==> src/rtl/sirq_pkg.sv <==
package sirq_pkg;

  localparam int unsigned OFS_SET  = 32'h18;
  localparam int unsigned OFS_CLR  = 32'h1C;
  localparam int unsigned OFS_PROT = 32'h20;

  typedef enum logic [1:0] {
    K_NONE = 2'd0,
    K_SET  = 2'd1,
    K_CLR  = 2'd2,
    K_PROT = 2'd3
  } reg_kind_e;

  typedef struct packed {
    logic      valid;
    logic      write;
    reg_kind_e kind;
    logic      reject;
  } acc_t;

endpackage

==> src/rtl/sirq_access_gate.sv <==
module sirq_access_gate
  import sirq_pkg::*;
#(
  parameter int unsigned ADDR_W = 12
) (
  input  logic              clk,
  input  logic              rst_n,
  input  logic              valid,
  input  logic              write,
  input  logic [ADDR_W-1:0] addr,
  input  logic              priv,
  input  logic              prot_en,
  output acc_t              acc
);

  localparam logic [ADDR_W-1:0] A_SET  = ADDR_W'(OFS_SET);
  localparam logic [ADDR_W-1:0] A_CLR  = ADDR_W'(OFS_CLR);
  localparam logic [ADDR_W-1:0] A_PROT = ADDR_W'(OFS_PROT);

  reg_kind_e kind;

  always_comb begin
    unique case (addr)
      A_SET:   kind = K_SET;
      A_CLR:   kind = K_CLR;
      A_PROT:  kind = K_PROT;
      default: kind = K_NONE;
    endcase
  end

  // The switch register needs privilege always; the pending pair only when the switch is on.
  logic need_priv;
  always_comb begin
    case (kind)
      K_PROT:       need_priv = 1'b1;
      K_SET, K_CLR: need_priv = prot_en;
      default:      need_priv = 1'b0;
    endcase
  end

  always_comb begin
    acc.valid  = valid;
    acc.write  = write;
    acc.kind   = kind;
    acc.reject = valid && need_priv && !priv;
  end

  p_user_pass_r8: assert property (@(posedge clk) disable iff (!rst_n)
    (valid && !prot_en && (kind == K_SET || kind == K_CLR)) |-> !acc.reject);

  p_priv_pass_r7: assert property (@(posedge clk) disable iff (!rst_n)
    (valid && priv) |-> !acc.reject);

endmodule

==> src/rtl/sirq_soft_reg.sv <==
module sirq_soft_reg #(
  parameter int unsigned NUM_SRC = 32
) (
  input  logic               clk,
  input  logic               rst_n,
  input  logic               set_we,
  input  logic               clr_we,
  input  logic [NUM_SRC-1:0] wmask,
  input  logic [NUM_SRC-1:0] hw_irq,
  output logic [NUM_SRC-1:0] soft_q,
  output logic [NUM_SRC-1:0] raw_req
);

  for (genvar i = 0; i < NUM_SRC; i++) begin : g_bit
    always_ff @(posedge clk) begin
      if (!rst_n)                     soft_q[i] <= 1'b0;
      else if (clr_we && wmask[i])    soft_q[i] <= 1'b0;  // clear has priority
      else if (set_we && wmask[i])    soft_q[i] <= 1'b1;
    end
    assign raw_req[i] = hw_irq[i] | soft_q[i];
  end

  p_set_lands_r2: assert property (@(posedge clk) disable iff (!rst_n)
    (set_we && !clr_we) |=> ((soft_q & $past(wmask)) == $past(wmask)));

  p_set_keeps_r2: assert property (@(posedge clk) disable iff (!rst_n)
    set_we |=> ((soft_q & ~$past(wmask)) == ($past(soft_q) & ~$past(wmask))));

  p_clr_lands_r3: assert property (@(posedge clk) disable iff (!rst_n)
    clr_we |=> ((soft_q & $past(wmask)) == '0));

  p_idle_hold_r7: assert property (@(posedge clk) disable iff (!rst_n)
    (!set_we && !clr_we) |=> $stable(soft_q));

endmodule

==> src/rtl/sirq_prot_reg.sv <==
module sirq_prot_reg (
  input  logic clk,
  input  logic rst_n,
  input  logic we,
  input  logic wbit,
  output logic prot_en
);

  always_ff @(posedge clk) begin
    if (!rst_n)  prot_en <= 1'b0;
    else if (we) prot_en <= wbit;
  end

  p_prot_hold_r6: assert property (@(posedge clk) disable iff (!rst_n)
    !we |=> $stable(prot_en));

endmodule

==> src/rtl/sirq_resp.sv <==
module sirq_resp
  import sirq_pkg::*;
#(
  parameter int unsigned DATA_W  = 32,
  parameter int unsigned NUM_SRC = 32
) (
  input  logic               clk,
  input  logic               rst_n,
  input  acc_t               acc,
  input  logic [NUM_SRC-1:0] soft_q,
  input  logic               prot_en,
  output logic               rsp_valid,
  output logic [DATA_W-1:0]  rsp_rdata,
  output logic               rsp_err
);

  logic [DATA_W-1:0] rd_mux;

  always_comb begin
    rd_mux = '0;
    if (!acc.write && !acc.reject) begin
      case (acc.kind)
        K_SET:   rd_mux = DATA_W'(soft_q);
        K_PROT:  rd_mux = DATA_W'(prot_en);
        default: rd_mux = '0;
      endcase
    end
  end

  always_ff @(posedge clk) begin
    if (!rst_n) begin
      rsp_valid <= 1'b0;
      rsp_rdata <= '0;
      rsp_err   <= 1'b0;
    end else begin
      rsp_valid <= acc.valid;
      rsp_rdata <= acc.valid ? rd_mux : '0;
      rsp_err   <= acc.valid && acc.reject;
    end
  end

  p_rsp_follow_r9: assert property (@(posedge clk) disable iff (!rst_n)
    acc.valid |=> rsp_valid);

  p_rsp_quiet_r9: assert property (@(posedge clk) disable iff (!rst_n)
    !acc.valid |=> !rsp_valid);

  p_rej_zero_r7: assert property (@(posedge clk) disable iff (!rst_n)
    rsp_err |-> (rsp_valid && rsp_rdata == '0));

  p_prot_upper_r5: assert property (@(posedge clk) disable iff (!rst_n)
    $past(acc.kind == K_PROT) |-> (rsp_rdata[DATA_W-1:1] == '0));

endmodule

==> src/rtl/sirq_regbank.sv <==
module sirq_regbank
  import sirq_pkg::*;
#(
  parameter int unsigned NUM_SRC = 32,
  parameter int unsigned DATA_W  = 32,
  parameter int unsigned ADDR_W  = 12
) (
  input  logic               clk,
  input  logic               rst_n,
  input  logic               req_valid,
  output logic               req_ready,
  input  logic               req_write,
  input  logic [ADDR_W-1:0]  req_addr,
  input  logic [DATA_W-1:0]  req_wdata,
  input  logic               req_priv,
  output logic               rsp_valid,
  output logic [DATA_W-1:0]  rsp_rdata,
  output logic               rsp_err,
  input  logic [NUM_SRC-1:0] hw_irq,
  output logic [NUM_SRC-1:0] raw_req
);

  acc_t               acc;
  logic               prot_en;
  logic [NUM_SRC-1:0] soft_q;
  logic               wr_ok;
  logic               set_we, clr_we, prot_we;

  assign req_ready = 1'b1;

  sirq_access_gate #(.ADDR_W(ADDR_W)) u_gate (
    .clk     (clk),
    .rst_n   (rst_n),
    .valid   (req_valid),
    .write   (req_write),
    .addr    (req_addr),
    .priv    (req_priv),
    .prot_en (prot_en),
    .acc     (acc)
  );

  assign wr_ok   = acc.valid && acc.write && !acc.reject;
  assign set_we  = wr_ok && (acc.kind == K_SET);
  assign clr_we  = wr_ok && (acc.kind == K_CLR);
  assign prot_we = wr_ok && (acc.kind == K_PROT);

  sirq_soft_reg #(.NUM_SRC(NUM_SRC)) u_soft (
    .clk     (clk),
    .rst_n   (rst_n),
    .set_we  (set_we),
    .clr_we  (clr_we),
    .wmask   (req_wdata[NUM_SRC-1:0]),
    .hw_irq  (hw_irq),
    .soft_q  (soft_q),
    .raw_req (raw_req)
  );

  sirq_prot_reg u_prot (
    .clk     (clk),
    .rst_n   (rst_n),
    .we      (prot_we),
    .wbit    (req_wdata[0]),
    .prot_en (prot_en)
  );

  sirq_resp #(.DATA_W(DATA_W), .NUM_SRC(NUM_SRC)) u_resp (
    .clk       (clk),
    .rst_n     (rst_n),
    .acc       (acc),
    .soft_q    (soft_q),
    .prot_en   (prot_en),
    .rsp_valid (rsp_valid),
    .rsp_rdata (rsp_rdata),
    .rsp_err   (rsp_err)
  );

  p_rej_no_write_r7: assert property (@(posedge clk) disable iff (!rst_n)
    (req_valid && acc.reject) |=> ($stable(soft_q) && $stable(prot_en)));

  p_unmapped_quiet_r10: assert property (@(posedge clk) disable iff (!rst_n)
    (req_valid && acc.kind == K_NONE) |=> ($stable(soft_q) && $stable(prot_en) && !rsp_err));

  p_prot_user_r6: assert property (@(posedge clk) disable iff (!rst_n)
    (req_valid && !req_priv && req_addr == ADDR_W'(OFS_PROT)) |=> (rsp_err && $stable(prot_en)));

endmodule

==> config.mk <==
export PLATFORM = sky130hd
export DESIGN_NAME = sirq_regbank
export DESIGN_NICKNAME = d
export VERILOG_FILES = /design/src/rtl/sirq_pkg.sv /design/src/rtl/sirq_access_gate.sv /design/src/rtl/sirq_soft_reg.sv /design/src/rtl/sirq_prot_reg.sv /design/src/rtl/sirq_resp.sv /design/src/rtl/sirq_regbank.sv
export SDC_FILE = /design/constraint.sdc
export NUM_CORES = 1
export LEC_CHECK = 0
export ABC_CLOCK_PERIOD_IN_PS = 3000
export BUFFER_PORTS_ARGS = -buffer_cell sky130_fd_sc_hd__buf_2
export CAP_MARGIN = 20
export CELL_PAD_IN_SITES_DETAIL_PLACEMENT = 1
export CELL_PAD_IN_SITES_GLOBAL_PLACEMENT = 2
export CORE_MARGIN = 4
export CORE_UTILIZATION = 27
export CTS_CLUSTER_SIZE = 25
export DETAILED_ROUTE_END_ITERATION = 16
export GPL_ROUTABILITY_DRIVEN = 0
export PLACE_DENSITY_LB_ADDON = 0.1
export SYNTH_ARGS = -nofsm -noshare
export SYNTH_HDL_FRONTEND = slang
export SYNTH_HIERARCHICAL = 1
export SYNTH_SLANG_ARGS = --single-unit
==> constraint.sdc <==
create_clock -name clk -period 3 [get_ports clk]
set_input_delay 0.45 -clock clk [delete_from_list [all_inputs] [get_ports clk]]
set_output_delay 0.45 -clock clk [all_outputs]
set_load 0.1 [all_outputs]
==> flow_summary.yaml <==
run_status:
  outcome: "finished clean"
drt:
  drt.antenna.violating_nets: 0
  route.vias.total: 2483
  number_of_iterations_in_the_first_detailed_routing_pass: 4
  drt_drc_violations_left: 0
  first_iter_violations: 45
  vias_per_cell: 4.40
  wirelength_um: 8250
  wl_per_cell_um: 14.6
power_and_ir_drop:
  ir_drop_uv: 275
  power-per-cell-area_mw_per_mm2: 535
  total_leakage_power_nw: 1.72
finish:
  antenna_cells_inserted: 0
  fillerInstances: 1270
  register_area_mm2: 0.00134
  finish.instance_area_mm2: 0.00422
  multiInputGateArea_mm2: 0.00145
  syn2layout_area_growth_pct: 38.0
  post_route_cells_drive_above_1_share_pct: 70.3
  fin_nets: 503
  finalCoreUtilization_pct: 38.4
logic_synthesis:
  post_synth_instance_area_mm2: 0.00306
  syn_avg_cell_area_um2: 11.2
  leading_cell_types_by_total_area_after_synthesis: "sky130_fd_sc_hd__dfxtp_1 (44%), sky130_fd_sc_hd__a211oi_2 (12%), sky130_fd_sc_hd__nor3_2 (9.2%)"
  yosysTopAreaCellShare_pct: 43.8
  post-synth-top-area-cell: "sky130_fd_sc_hd__dfxtp_1"
  synth_sequential_area_ratio_pct: 43.8
  yosysUniqueCellTypes: 33
  synthesis.nets: 356
  syn_inst: 273
  ys_seq_elements: 67
  yosys_warnings: 6
die:
  floorplan.die.width_um: 114
  placementRows: 38
  core_region_area_mm2: 0.0110
  die_area_mm2: 0.0131
  starting_utilization_of_the_core_area_pct: 27.9
  io_pins: 148
  die_h_um: 114
setup_path:
  startpoint_type: "input pin"
  timing.critical_path.cells: "buf_2 -> nor4b_1 -> o211ai_1 -> ha_1 -> a21oi_1 -> nor4b_1 -> buf_4 -> nor4b_2 -> buf_4 -> a21oi_1 -> a211oi_1"
  crit_end_category: "flop"
  slowest_stage: "sky130_fd_sc_hd__nor4b_1"
  crit-reg2reg-launch: "u_prot/prot_en"
  critical-path-max-stage-delay_ps: 430
  critical-path-top-delay-family: "simple AND/OR/NAND/NOR gates"
  critical_path_class: "in2reg"
  timing.critical_path.from: "req_addr[4]"
  data_arrival_at_the_endpoint_of_the_critical_path_ps: 2830
  timing.critical_path.buf_inv: 3
  crit_required_ps: 3230
  critical_path.max_fanout: 11
grt:
  grt.total_usage_pct: 13.1
  global_route.overflow_total: 0
  maximum_number_of_pins_on_one_net_before_global_route_repair: 33
  grt_first_pass_wirelength_um: 13400
  grt_pass1_vias: 2644
  grt_antenna_before_repair: 1
placement:
  port-buffer-count: 146
  placedInstanceArea_mm2: 0.00393
  place_hpwl_um: 6140
sta:
  setup_viol: 0
  fin_setup_tns_ps: 0
  final_max_slew_viol_count: 0
  max_slew.worst_pin.slew_ps: 894
  clock-skew-final_ps: 6.32
  worst_case_headroom_to_the_max_slew_limit_pct: 40.3
  fmaxAchievable_mhz: 383
  part_of_the_cycle_the_worst_path_needs_pct: 86.9
  final.min_clock_period_ps: 2610
  rsz0062_at_grt: "false"
  finalHoldViolations: 0
clocking:
  cts-root-buf: "sky130_fd_sc_hd__clkbuf_16"
  ctsLongestPathBuffers: 2
  cts_tree: "built"
  cts_setup_buffers: 0
  cts_repair_resize_count: 0
  cts-hold-fix-buffers: 0
  clk_pin_slew_ps: 60
  clock_sink_count: 67
  worst_skew_pair.late_latency_ps: 310
  numCtsBuffers: 9
  htreeDepth: 3
flow_run:
  maxCapViolations: 0
min_path:
  min-delay-start: "req_wdata[28]"
  min-delay-path-class: "in2reg"
final timing paths:
check                    endpoint  slack (ps)  cells after the start
max reg2reg      u_soft/soft_q[0]        1190                      7
max              u_soft/soft_q[0]         390                     11
min reg2reg  u_resp/rsp_rdata[29]         470                      2
min             u_soft/soft_q[28]         340                      2
worst register-to-register path, stage by stage, from the launching register on:
cell                       delay, ps
sky130_fd_sc_hd__dfxtp_1         320
sky130_fd_sc_hd__a21oi_1         160
sky130_fd_sc_hd__nor4b_1          70
sky130_fd_sc_hd__buf_4           150
sky130_fd_sc_hd__nor4b_2         410
sky130_fd_sc_hd__buf_4           300
sky130_fd_sc_hd__a21oi_1         100
sky130_fd_sc_hd__a211oi_1        200
synthesized netlist by cell type:
master	number
sky130_fd_sc_hd__nand2_1	1
sky130_fd_sc_hd__a211oi_1	2
sky130_fd_sc_hd__a21oi_1	3
sky130_fd_sc_hd__buf_2	9
sky130_fd_sc_hd__nand3b_1	1
sky130_fd_sc_hd__a21oi_2	30
sky130_fd_sc_hd__buf_8	3
sky130_fd_sc_hd__and2_1	1
sky130_fd_sc_hd__ha_1	2
sky130_fd_sc_hd__and3b_1	1
sky130_fd_sc_hd__a211oi_2	30
sky130_fd_sc_hd__inv_1	33
sky130_fd_sc_hd__dfxtp_1	67
sky130_fd_sc_hd__o211ai_1	1
sky130_fd_sc_hd__and3_2	1
sky130_fd_sc_hd__o211a_1	1
sky130_fd_sc_hd__and4bb_2	1
sky130_fd_sc_hd__nor3_1	1
sky130_fd_sc_hd__conb_1	1
sky130_fd_sc_hd__o2111a_1	1
sky130_fd_sc_hd__buf_6	4
sky130_fd_sc_hd__or2_2	32
sky130_fd_sc_hd__or3b_1	1
sky130_fd_sc_hd__buf_4	3
sky130_fd_sc_hd__nor3_4	2
sky130_fd_sc_hd__and4b_1	1
sky130_fd_sc_hd__nor4b_1	4
sky130_fd_sc_hd__mux2i_1	2
sky130_fd_sc_hd__nor3b_1	2
sky130_fd_sc_hd__nor2b_1	1
sky130_fd_sc_hd__nor4_4	2
sky130_fd_sc_hd__o2111ai_1	1
sky130_fd_sc_hd__nor3_2	28
layer usage:
layer	GRT usage, %	share of wire [%]	routed length, µm
met3	4.12	8.0	662
met1	15.3	40	3310
met5	0	0.18	15
met4	4.28	1.6	135
met2	22.6	50	4120
logic make-up after synthesis:
logic type                 Yosys count  share of synthesized area [%]
AOI/OAI and AO/OA                   69                           23.1
muxes                                2                          0.654
DFF                                 67                           43.8
and+or+nand+nor                     80                           22.3
buffers and inverters               52                           9.20
other                                1                          0.123
adders and majority gates            2                          0.818
cell usage in the layout, fill, tap and decap left out, drive strengths merged, types with 2 or more instances in the layout:
cell / n
nor4b: 4
a21oi: 33
inv: 33
clkbuf: 13
dfxtp: 67
or2: 32
ha: 2
nor3b: 2
a211oi: 32
mux2i: 2
nor3: 31
buf: 155
nor4: 2
layout make-up:
type | instances | share of cell area (%)
Multi-Input combinational cell | 154 | 34.3
Sequential cell | 67 | 31.8
Timing Repair Buffer | 155 | 19.8
Clock buffer | 13 | 6.17
Tap cell | 140 | 4.15
Inverter | 33 | 2.94
Clock inverter | 2 | 0.830
flip-flops by register name, indices dropped and copies added, names as in the netlist:
register          count
u_resp/rsp_rdata     32
u_resp/rsp_valid      1
u_prot/prot_en        1
u_resp/rsp_err        1
u_soft/soft_q        32
where the power goes:
group / internal, W / switching (W)
clock: 0.000683 / 0.000359
combinational: 0.0000736 / 0.000249
sequential: 0.000891 / 0.000000329
total: 0.00165 / 0.000608
through the flow:
| stage | worst slack, ps | instances | hold slack [ps] | power, W |
|---|---|---|---|---|
| after floorplan | 260 | 273 | 435 | 0.00114 |
| after global routing | 86.0 | 564 | 332 | 0.00236 |
| after global placement | 204 | 549 | 455 | 0.00123 |
| final | 392 | 564 | 342 | 0.00226 |
| after detailed placement | 62.7 | 549 | 463 | 0.00124 |
| after CTS | 391 | 564 | 328 | 0.00230 |
No activity file was read; power rests on OpenSTA's default activity.
